## src/rtl/zcs_pkg.sv

```systemverilog
package zcs_pkg;

  // Slope-sign term from the two neighbour signs (1 = negative).
  // Result is +2, 0 or -2 as a 3-bit signed value.
  function automatic logic signed [2:0] slope_term(input logic next_neg, input logic prev_neg);
    if (next_neg == prev_neg) return 3'sd0;
    else if (prev_neg)        return 3'sd2;
    else                      return -3'sd2;
  endfunction

endpackage

```

## src/rtl/zcs_sched.sv

```systemverilog
module zcs_sched #(
  parameter int NCH = 8,
  parameter int CHW = 3
) (
  input  logic           clk,
  input  logic           rst,
  input  logic           smp_valid,
  output logic           cal_now,
  output logic [CHW-1:0] tgt
);
  localparam int SLW = $clog2(NCH + 1);
  localparam logic [SLW-1:0] SLOT_LAST = SLW'(NCH);
  localparam logic [CHW-1:0] CH_LAST   = CHW'(NCH - 1);

  logic [SLW-1:0] slot;

  assign cal_now = smp_valid && (slot == SLOT_LAST);

  always_ff @(posedge clk) begin
    if (rst) begin
      slot <= '0;
      tgt  <= '0;
    end else if (smp_valid) begin
      slot <= cal_now ? '0 : slot + SLW'(1);
      if (cal_now) tgt <= (tgt == CH_LAST) ? '0 : tgt + CHW'(1);
    end
  end

  // target advances by one (with wrap) after each alignment instant
  a_r1_tgt_step: assert property (@(posedge clk) disable iff (rst)
    cal_now |=> (tgt == (($past(tgt) == CH_LAST) ? '0 : $past(tgt) + CHW'(1))));

  // an idle cycle leaves the sample count alone
  a_r8_slot_idle: assert property (@(posedge clk) disable iff (rst)
    !smp_valid |=> $stable(slot));

endmodule

```

## src/rtl/zcs_detect.sv

```systemverilog
module zcs_detect
  import zcs_pkg::*;
#(
  parameter int SMP_W = 8,
  parameter int CHW   = 3,
  parameter int ERR_W = 10
) (
  input  logic                    clk,
  input  logic                    rst,
  input  logic                    smp_valid,
  input  logic signed [SMP_W-1:0] smp_data,
  input  logic [CHW-1:0]          smp_ch,
  input  logic                    ref_bit,
  input  logic                    cal_now,
  output logic                    upd_en,
  output logic [CHW-1:0]          upd_ch,
  output logic signed [ERR_W-1:0] upd_err
);
  logic                    last_neg;
  logic                    pend;
  logic signed [SMP_W-1:0] x_hold;
  logic                    ref_hold;
  logic                    prev_neg_hold;
  logic [CHW-1:0]          ch_hold;

  logic signed [2:0]       slope;
  logic signed [ERR_W-1:0] x_ext, x_dbl;
  logic                    crossed;

  // zero counts as non-negative: only the MSB decides
  assign crossed = (x_hold[SMP_W-1] == ref_hold);
  assign slope   = slope_term(smp_data[SMP_W-1], prev_neg_hold);
  assign x_ext   = ERR_W'(x_hold);
  assign x_dbl   = x_ext <<< 1;

  always_comb begin
    if (slope == 3'sd2)       upd_err = x_dbl;
    else if (slope == -3'sd2) upd_err = -x_dbl;
    else                      upd_err = '0;
  end

  assign upd_en = pend && smp_valid && crossed;
  assign upd_ch = ch_hold;

  always_ff @(posedge clk) begin
    if (rst) begin
      last_neg      <= 1'b0;
      pend          <= 1'b0;
      x_hold        <= '0;
      ref_hold      <= 1'b1;
      prev_neg_hold <= 1'b0;
      ch_hold       <= '0;
    end else if (smp_valid) begin
      last_neg <= smp_data[SMP_W-1];
      if (cal_now) begin
        x_hold        <= smp_data;
        ref_hold      <= ref_bit;
        prev_neg_hold <= last_neg;
        ch_hold       <= smp_ch;
        pend          <= 1'b1;
      end else begin
        pend <= 1'b0;
      end
    end
  end

  // a nonzero held sample gives zero error exactly when the neighbour signs agree
  a_r3_slope_zero: assert property (@(posedge clk) disable iff (rst)
    (upd_en && x_hold != '0) |-> ((upd_err == '0) == (smp_data[SMP_W-1] == prev_neg_hold)));

  // a pending capture survives idle cycles unchanged
  a_r8_pend_hold: assert property (@(posedge clk) disable iff (rst)
    (pend && !smp_valid) |=> (pend && $stable(x_hold) && $stable(ch_hold)));

endmodule

```

## src/rtl/zcs_acc.sv

```systemverilog
module zcs_acc #(
  parameter int NCH   = 8,
  parameter int CHW   = 3,
  parameter int ERR_W = 10,
  parameter int EST_W = 14,
  parameter int SH    = 0
) (
  input  logic                    clk,
  input  logic                    rst,
  input  logic                    upd_en,
  input  logic [CHW-1:0]          upd_ch,
  input  logic signed [ERR_W-1:0] upd_err,
  output logic [NCH*EST_W-1:0]    est_flat,
  output logic                    zc_strobe
);
  localparam logic signed [EST_W:0] MAXV = (EST_W+1)'((64'sd1 <<< (EST_W-1)) - 64'sd1);
  localparam logic signed [EST_W:0] MINV = -MAXV - (EST_W+1)'(1);

  logic signed [EST_W-1:0] est_q [NCH];
  logic signed [EST_W-1:0] cur;
  logic signed [EST_W:0]   inc, sum, sat;

  assign cur = est_q[upd_ch];
  assign inc = (EST_W+1)'(upd_err) <<< SH;
  assign sum = (EST_W+1)'(cur) + inc;

  always_comb begin
    if (sum > MAXV)      sat = MAXV;
    else if (sum < MINV) sat = MINV;
    else                 sat = sum;
  end

  always_ff @(posedge clk) begin
    if (rst) begin
      for (int i = 0; i < NCH; i++) est_q[i] <= '0;
      zc_strobe <= 1'b0;
    end else begin
      zc_strobe <= upd_en;
      if (upd_en) est_q[upd_ch] <= sat[EST_W-1:0];
    end
  end

  for (genvar g = 0; g < NCH; g++) begin : g_flat
    assign est_flat[g*EST_W +: EST_W] = est_q[g];
  end

  // no update request, no estimate change
  a_r5_hold: assert property (@(posedge clk) disable iff (rst)
    !upd_en |=> $stable(est_flat));

  // strobe never lasts two cycles (alignments are NCH+1 samples apart)
  a_r6_pulse: assert property (@(posedge clk) disable iff (rst)
    zc_strobe |=> !zc_strobe);

  // a non-negative step never lowers the estimate (no wrap)
  a_r10_no_wrap: assert property (@(posedge clk) disable iff (rst)
    (upd_en && !upd_err[ERR_W-1]) |=> (est_q[$past(upd_ch)] >= $past(cur)));

endmodule

```

## src/rtl/zc_skew_est.sv

```systemverilog
module zc_skew_est #(
  parameter int NCH      = 8,
  parameter int SMP_W    = 8,
  parameter int EST_W    = 14,
  parameter int FRAC_W   = 5,
  parameter int MU_SHIFT = 5
) (
  input  logic                     clk,
  input  logic                     rst,
  input  logic                     smp_valid,
  input  logic [SMP_W-1:0]         smp_data,
  input  logic [$clog2(NCH)-1:0]   smp_ch,
  input  logic                     ref_bit,
  output logic [$clog2(NCH)-1:0]   cal_ch,
  output logic                     zc_strobe,
  output logic [NCH*EST_W-1:0]     est_flat
);
  localparam int CHW   = $clog2(NCH);
  localparam int ERR_W = SMP_W + 2;
  localparam int SH    = FRAC_W - MU_SHIFT;

  logic                    cal_now;
  logic                    upd_en;
  logic [CHW-1:0]          upd_ch;
  logic signed [ERR_W-1:0] upd_err;

  zcs_sched #(.NCH(NCH), .CHW(CHW)) u_sched (
    .clk(clk), .rst(rst), .smp_valid(smp_valid),
    .cal_now(cal_now), .tgt(cal_ch)
  );

  zcs_detect #(.SMP_W(SMP_W), .CHW(CHW), .ERR_W(ERR_W)) u_detect (
    .clk(clk), .rst(rst), .smp_valid(smp_valid), .smp_data($signed(smp_data)),
    .smp_ch(smp_ch), .ref_bit(ref_bit), .cal_now(cal_now),
    .upd_en(upd_en), .upd_ch(upd_ch), .upd_err(upd_err)
  );

  zcs_acc #(.NCH(NCH), .CHW(CHW), .ERR_W(ERR_W), .EST_W(EST_W), .SH(SH)) u_acc (
    .clk(clk), .rst(rst), .upd_en(upd_en), .upd_ch(upd_ch), .upd_err(upd_err),
    .est_flat(est_flat), .zc_strobe(zc_strobe)
  );

endmodule

```

## config.mk

```make
export PLATFORM = sky130hd
export DESIGN_NAME = zc_skew_est
export DESIGN_NICKNAME = d
export VERILOG_FILES = /design/src/rtl/zcs_pkg.sv /design/src/rtl/zcs_sched.sv /design/src/rtl/zcs_detect.sv /design/src/rtl/zcs_acc.sv /design/src/rtl/zc_skew_est.sv
export SDC_FILE = /design/constraint.sdc
export NUM_CORES = 1
export LEC_CHECK = 0
export BUFFER_PORTS_ARGS = -buffer_cell sky130_fd_sc_hd__buf_2
export CAP_MARGIN = 10
export CORE_MARGIN = 4
export CORE_UTILIZATION = 51
export CTS_CLUSTER_DIAMETER = 50
export DETAILED_ROUTE_END_ITERATION = 7
export PLACE_DENSITY_LB_ADDON = 0.1
export REMOVE_ABC_BUFFERS = 1
export SLEW_MARGIN = 20
export SYNTH_ARGS = -nofsm -noshare
export SYNTH_HDL_FRONTEND = slang
export SYNTH_SLANG_ARGS = --single-unit
```

## constraint.sdc

```tcl
create_clock -name clk -period 3.8 [get_ports clk]
set_input_delay 0.19 -clock clk [delete_from_list [all_inputs] [get_ports clk]]
set_output_delay 0.19 -clock clk [all_outputs]
set_load 0.02 [all_outputs]
```

# Yosys cells after proc, flatten, opt, wreduce, memory -nomap -nowiden
# Memory sizes are Yosys's and may differ from the RTL's. A register that Yosys moved wholly into a read port is not among the register bits.
# Index checks and enable logic that the tools add are counted.
[word_totals]
in_bits = 15
ff_bits = 23
mem_count = 1
ram_bits = 112
[memory_table]
columns = ["name", "words", "width", "read_ports", "rd_clocked_by_memory_dff", "wr", "line_no", "source"]
rows = [
  ["u_acc.est_q", 8, 14, 9, 1, 8, "zcs_acc.sv:19", "logic signed [EST_W-1:0] est_q [NCH];"],
]
[classes]
eq_ne = 6
mux = 19
n_reduce_logical = 5
order_cmp = 2
n_addsub = 4
[op_table]
columns = ["op", "n"]
rows = [
  ["two-way mux 14 bit", 3],
  ["two-way mux 10 bit", 2],
  ["two-way mux 3 bit", 6],
  ["adder 14 x 10 -> 15 bit", 1],
  ["greater-than comparator 15 x 14 -> 1 bit (second input constant)", 1],
  ["< comparator 15 x 14 -> 1 bit (second input constant)", 1],
  ["OR reduction 14 bit", 1],
  ["negation 9 -> 10 bit", 1],
  ["two-way mux 1 bit", 7],
  ["equality test 3 bit (second input constant)", 2],
  ["adder 4 x 1 -> 4 bit (second input constant)", 1],
  ["equality test 4 bit (second input constant)", 1],
  ["two-way mux 4 bit", 1],
  ["adder 3 x 1 -> 3 bit (second input constant)", 1],
  ["equality test 3 x 2 -> 1 bit (second input constant)", 1],
  ["logical AND 1 bit", 3],
  ["equality test 1 bit", 2],
  ["AND reduction 2 bit", 1],
]

# Depth between registers and ports, before layout
# Gate-level depths: netlist (run 1).
[depth]
ltp_word = 10
ltp_mapped = 15

# Cells and area by module
# From an unflattened synthesis (run 1), not the netlist that was laid out.
[hier_totals]
hier_cells = 601
hier_area_um2 = 6861.6
[by_module_without_submodules]
columns = ["module", "seq_area_each_um2", "area_per_inst_um2", "cells_per_inst", "instances"]
rows = [
  ["zcs_acc", 3383.2, 5745.5, 463, 1],
  ["zcs_detect", 300.3, 775.7, 103, 1],
  ["zcs_sched", 140.1, 340.3, 35, 1],
]

# Worst setup path before layout (run 1)
# No wires, ideal clock.
[synth_path]
path_type = "flip-flop to flip-flop"
startpoint = "register with a tool-made name"
endpoint = "memory u_acc.est_q[0][10] (data pin)"
required_ps = 3534
n_path_buf = 3
arrival_time_ps = 3351
setup_slack_ps = 183
stages_incl_launch_ff = 14
synth_period_minus_slack_ps = 3617
path_cell_list = "dfxtp_1 > buf_4 > buf_2 > mux4_2 > mux2_2 > ha_1 > a21oi_1 > nor2_1 > a211oi_2 > and2_1 > buf_4 > a21oi_1 > o32ai_4 > nor2_1"
[synth_lines]
columns = ["item", "line_no"]
rows = [
  ["end: declaration", "zcs_acc.sv:19"],
]

==> impl_metrics.ini, run 1 <==
[die]
die_area_mm2 = 0.01594
dieHeight_um = 126.3
initial_core_util_pct = 53.02
die_w_um = 126.3
num_rows = 42
io_pins = 131
core_area_mm2 = 0.01345

[final_layout]
layout_common_cells = buf_2, edfxtp_1, nor2_1, buf_4, nand2_1
nFillCells = 1044
final_nets = 830
multiInputGateArea_mm2 = 0.003159
design_area_mm2 = 0.009163
antennaDiodeCount = 0
register_area_mm2 = 0.003885
final_common_cell = buf_2
drive_above_1_share_pct = 38.20
area_delta_synth_final_pct = 28.45

[worst_setup_path]
crit_slowest_cell = mux4_2
slowest_delay_ps = 510
critical_path_class = flip-flop to flip-flop
critPathCaptureType = flip-flop
r2r-end = u_acc.est_q[5][11]
r2r_setup_slack_ps = 180
path_max_fanout = 11
worstRegToRegCells = 12
start_kind = flip-flop
crit_chain = buf_12, mux4_2, mux2_2, ha_1, o211ai_1, a21oi_2, o2111ai_1, a21boi_1, o21ai_1, a211oi_2, buf_4, a21oi_1
crit_required_ps = 3930
arrival_ps = 3760

[global_route]
antenna_found_initial = 0
grt_max_degree = 33
grt_use_total_pct = 27.79
grt_overflow = 0
grt_pass1_wl_um = 33470
grt_pass1_vias = 5746

[synth]
synth_cell_types = 64
syn_area_per_cell_um2 = 11.81
ys_ff_latch = 138
synth_cells = 604
synth_area_mm2 = 0.007133
yosysWarnings = 0
ys.flop_type = edfxtp_1
synth_edf_count = 112
yosysSeqAreaShare_pct = 54.45
synth_async_sr_flop_share_pct = 0

[placement]
dpl.hpwl_um = 15480
port_buffers = 130
gp_congestion = 0.9067
place_area_mm2 = 0.008348

[outcome]
status = completed

[sta]
fmax_ghz = 0.2759
rsz0062_at_grt = true
finalHoldViolations = 0
finalCriticalPeriod_ps = 3625
timing.final.crit_share_pct = 95.38
relSlewSlack_pct = 26.25
setup_viol = 0
slew_viol_final = 0
finClkSkew_ps = 7.763
finalSetupTns_ps = 0
worst_pin_slew_ps = 1106

[detailed_routing]
avgViaCountPerCell = 5.906
vias = 5817
ant_nets = 0
dr.pass1.iters = 5
wl_per_cell_um = 22.40
dr.first_iter.drc_count = 561
drc = 0
drt-total-wl_um = 22060

[cts]
clock_latency_ps = 420
cts_sinks = 138
path_clk_slew_ps = 60
cts_root_buf = clkbuf_16
clock_path_buffers = 2
htree_num_levels = 4
cts_buffers = 17
cts_tree = built

[min_path]
hold_path_depth = 3
min-delay-start = smp_data[4]
min_path_type = input port to flip-flop
whs_endpoint = u_detect.x_hold[4]

[power]
p_leak_nw = 3.657
peakVddDrop_v = 0.0003228
powerDensity_mw_per_mm2 = 400.4

[run]
drv_cap = 0
[metrics by stage]
stage	hold slack (ps)	setup slack, ps	utilization, %	total power, W	std cells
after floorplan	259.1	-512.7	-	0.001877	573
after global placement	411.4	70.99	62.05	0.001993	940
after detailed placement	412.8	-108.3	62.05	0.001997	940
after CTS	7.060	2.486	66.84	0.003670	975
after global routing	17.84	-7.979	68.11	0.003783	985
final	11.43	175.4	68.11	0.003669	985
[worst max-delay path by stage]
stage	from	endpoint	slack (ps)	cells after the start
4_1_cts	u_detect.x_hold[2]	u_acc.est_q[5][2]	2	12
3_3_place_gp	u_detect.x_hold[0]	u_acc.est_q[5][10]	70	13
5_1_grt	u_detect.x_hold[2]	u_acc.est_q[5][10]	-8	14
2_1_floorplan	flip-flop	u_acc.est_q[6][11]	-510	10
3_5_place_dp	u_detect.x_hold[0]	u_acc.est_q[5][10]	-110	13
6_report	flip-flop	u_acc.est_q[5][11]	180	12
[cells by family (layout without fill, tap and decap cells)]
logic type	Yosys count	after routing	synth area share, %
AOI/OAI and AO/OA	115	116	11.44
xor gates and xnor gates	15	15	1.842
adders and majority gates	20	20	3.596
buffers and inverters	42	246	2.543
DFF	138	138	54.45
muxes	46	46	11.77
and+or+nand+nor	228	228	14.37
[worst max-delay path, delay by kind of cell (launching register included)]
kind,cells,cell delay (ps)
flip-flops,1,380
buffers and inverters,2,360
AO/OA/AOI/OAI,7,1360
multiplexers,2,830
adder cells (fa/ha/maj),1,380
[report_power, final]
| group | switching [W] | internal [W] |
|---|---|---|
| sequential | 0.0000293 | 0.00168 |
| combinational | 0.000176 | 0.0000963 |
| clock | 0.000658 | 0.00103 |
[final cells by class]
cell class	instances	area share, %
Timing Repair Buffer	203	13.71
Clock buffer	18	4.684
Inverter	11	0.4506
Tap cell	176	2.403
Clock inverter	14	1.871
Multi-Input combinational cell	425	34.48
Sequential cell	138	42.40
[cells in the mapped netlist, drive strengths merged (3+ instances only)]
library cell	count	area, µm²
nor2b	4	25.02
buf	9	57.55
a211oi	8	80.08
xor2	13	113.9
o22ai	4	37.53
nor4	5	37.53
mux2i	5	62.56
a21o	5	45.04
o21ai	19	95.09
nand3	4	20.02
o211ai	6	65.06
nor2	105	394.1
mux2	13	146.4
dfxtp	26	520.5
inv	11	41.29
a22o	3	26.28
o31ai	3	50.05
edfxtp	112	3363
nor3	25	125.1
a21boi	8	60.06
a21oi	50	261.5
nand2	53	201.5
mux4	28	630.6
clkbuf	22	82.58
ha	18	225.2
nand2b	15	93.84
[flip-flops by register name (all words and copies together) (netlist names), 3 cells and up, named ones only]
name,flops
u_sched.slot,4
u_detect.x_hold,8
u_sched.tgt,3
u_acc.est_q,112
u_detect.upd_ch,3
[repair_timing]
item,CTS,global route
endpoints found under the setup margin,35,104
gates resized for setup,3,17
hold buffers,3,0
hold endpoints to repair,3,0
pin swaps,0,6
cloned,0,1
buffers inserted,0,9
[layer usage]
metal / share of wire, % / vias to the layer above / global-route usage, %
met1: 41 / 2860 / 37.11
met3: 8.0 / 39 / 6.943
li1: - / 2637 / -
met2: 49 / 281 / 45.01
met4: 2.3 / 0 / 8.770
met5: 0 / - / 0
No activity file was read; power rests on OpenSTA's default activity.
==> run 2: changes to the inputs <==
Settings changed: PLACE_DENSITY from default to 0.76, PLACE_DENSITY_LB_ADDON 0.1 to default.
==> run 2 against run 1 <==
Compared with the run above: clock power is 5% lower; critical path depth is 2 higher; first-iteration DRC count is 7.5% lower; total power is 2.4% lower; cell count is 2.1% lower; count of clock-buffer cells in the layout is 1 higher; via count is 1.0% higher; fmax is 1.7% lower; combinational power is 4% lower; die area stayed put; critical path type unchanged; critical endpoint is now u_acc.est_q[3][4]; largest cell class unchanged; highest routed layer unchanged.
==> impl_metrics.ini, run 2 (synthesis results as in run 1) <==
[final_layout]
layout_common_cells = buf_2, edfxtp_1, nor2_1, nand2_1, buf_4
top_register = u_acc.est_q
final_common_cell = buf_2
largest_reg_flops = 112
area_delta_synth_final_pct = 25.73
drive_above_1_share_pct = 37.06
top_regs = u_acc.est_q: 112 flops, u_detect.x_hold: 8 flops, u_sched.slot: 4 flops
final_nets = 809
antennaDiodeCount = 0
stdcell_count = 964

[global_route]
grt_pass1_vias = 5875
antenna_found_initial = 0
grt_pass1_wl_um = 32900
grt_overflow = 0
grt_max_degree = 33
grt_use_total_pct = 27.14

[cts]
cts_sinks = 138
htree_num_levels = 4
clock_latency_ps = 420
cts_root_buf = clkbuf_16
cts_tree = built
path_clk_slew_ps = 60
cts_buffers = 17
clock_path_buffers = 2

[die]
initial_core_util_pct = 53.02
dieHeight_um = 126.3
die_w_um = 126.3
core_area_mm2 = 0.01345
num_rows = 42
io_pins = 131
die_area_mm2 = 0.01594

[sta]
finClkSkew_ps = 7.833
slew_viol_final = 0
finalHoldViolations = 0
fmax_ghz = 0.2713
worst_pin_slew_ps = 1065
relSlewSlack_pct = 28.99
whs_ps = 9.877
fin_ws_ps = 113.4
finalCriticalPeriod_ps = 3687
timing.final.crit_share_pct = 97.02
setup_viol = 0
finalSetupTns_ps = 0

[placement]
gp_congestion = 0.9639
dp_worst_setup_slack_ps = -33.66
dpl.cell_count = 926
dpl.hpwl_um = 14980
port_buffers = 130

[outcome]
status = completed

[run]
drv_cap = 0

[worst_setup_path]
critPathCaptureType = flip-flop
crit_chain = or3_1, or3b_2, nor2_1, o32ai_2, ha_1, a21oi_2, nor2_1, a211oi_2, buf_4, nand2_2, buf_4, a21oi_1, a22o_2, nor2_1
crit_required_ps = 3940
crit_slowest_cell = or3b_2
start_kind = flip-flop
crit_path_frequent_cell = nor2_1
arrival_ps = 3820
critical_path_class = flip-flop to flip-flop
path_max_fanout = 8
slowest_delay_ps = 520

[power]
peakVddDrop_v = 0.0004036
power.total_w = 0.003579
p_leak_nw = 3.517
powerDensity_mw_per_mm2 = 399.1

[detailed_routing]
wl_per_cell_um = 22.40
ant_nets = 0
dr.first_iter.drc_count = 519
avgViaCountPerCell = 6.098
drt-total-wl_um = 21590
vias = 5878
drc = 0
dr.pass1.iters = 5

[min_path]
min_path_type = input port to flip-flop
[run 2: changes by cell type in the layout (fill, tap and decap cells not counted), sizes merged]
cell / delta
buf: -21
bufinv: -1
clkbuf: +1
clkinvlp: +5
clkinv: -5
[run 2: area by class of cell]
| type | count | area, µm² |
|---|---|---|
| tap | 176 | 220.2 |
| multi-input combinational | 425 | 3158 |
| fill | 995 | 4484 |
| clock inverter | 13 | 145.1 |
| timing repair buffer | 182 | 1086 |
| clock buffer | 19 | 432.9 |
| inverter | 11 | 41.29 |
| sequential | 138 | 3885 |
[run 2: worst paths after layout]
kind / slack, ps / cells past startpoint / end / startpoint
min reg2reg: 460 / 2 / u_detect.prev_neg_hold / u_detect.last_neg
max: 110 / 14 / u_acc.est_q[3][4] / u_detect.x_hold[2]
max reg2reg: 110 / 14 / u_acc.est_q[3][4] / u_detect.x_hold[2]
min: 10 / 3 / u_detect.x_hold[4] / smp_data[4]
[run 2: repair_timing]
action	4_1_cts	5_1_grt
setup buffers	0	2
resized for setup	1	19
cloned	0	1
hold buffers	3	0
pin swaps	0	3
hold endpoints to repair	3	0
setup endpoints to repair	18	104
[run 2: where the power goes]
group | internal, W | switching, W | leakage (nW)
Sequential | 0.00168 | 0.0000304 | 1.35
Clock | 0.000968 | 0.000643 | 0.258
Combinational | 0.0000893 | 0.000173 | 1.90
Total | 0.00273 | 0.000846 | 3.52
[run 2: through the flow]
| stage | utilization (%) | instance area [µm²] |
|---|---|---|
| floorplan | - | 6993 |
| global placement | 61.37 | 8255 |
| detailed placement | 61.37 | 8255 |
| CTS | 65.94 | 8871 |
| global route | 66.67 | 8969 |
| finish | 66.67 | 8969 |
[run 2: metal layers]
metal | part of all wire (%) | global-route usage [%] | vias to the layer above
met4 | 3.0 | 10.22 | 0
met3 | 9.8 | 6.647 | 50
met2 | 50 | 45.35 | 355
met1 | 37 | 34.36 | 2889
li1 | - | - | 2584
met5 | 0 | 0 | -
[run 2: critical path, delay by kind of cell, from the launching register on]
kind	cells	cell delay (ps)
AO/OA/AOI/OAI	5	990
adder cells (fa/ha/maj)	1	360
buffers and inverters	2	380
flip-flops	1	310
AND/OR/NAND/NOR	6	1360
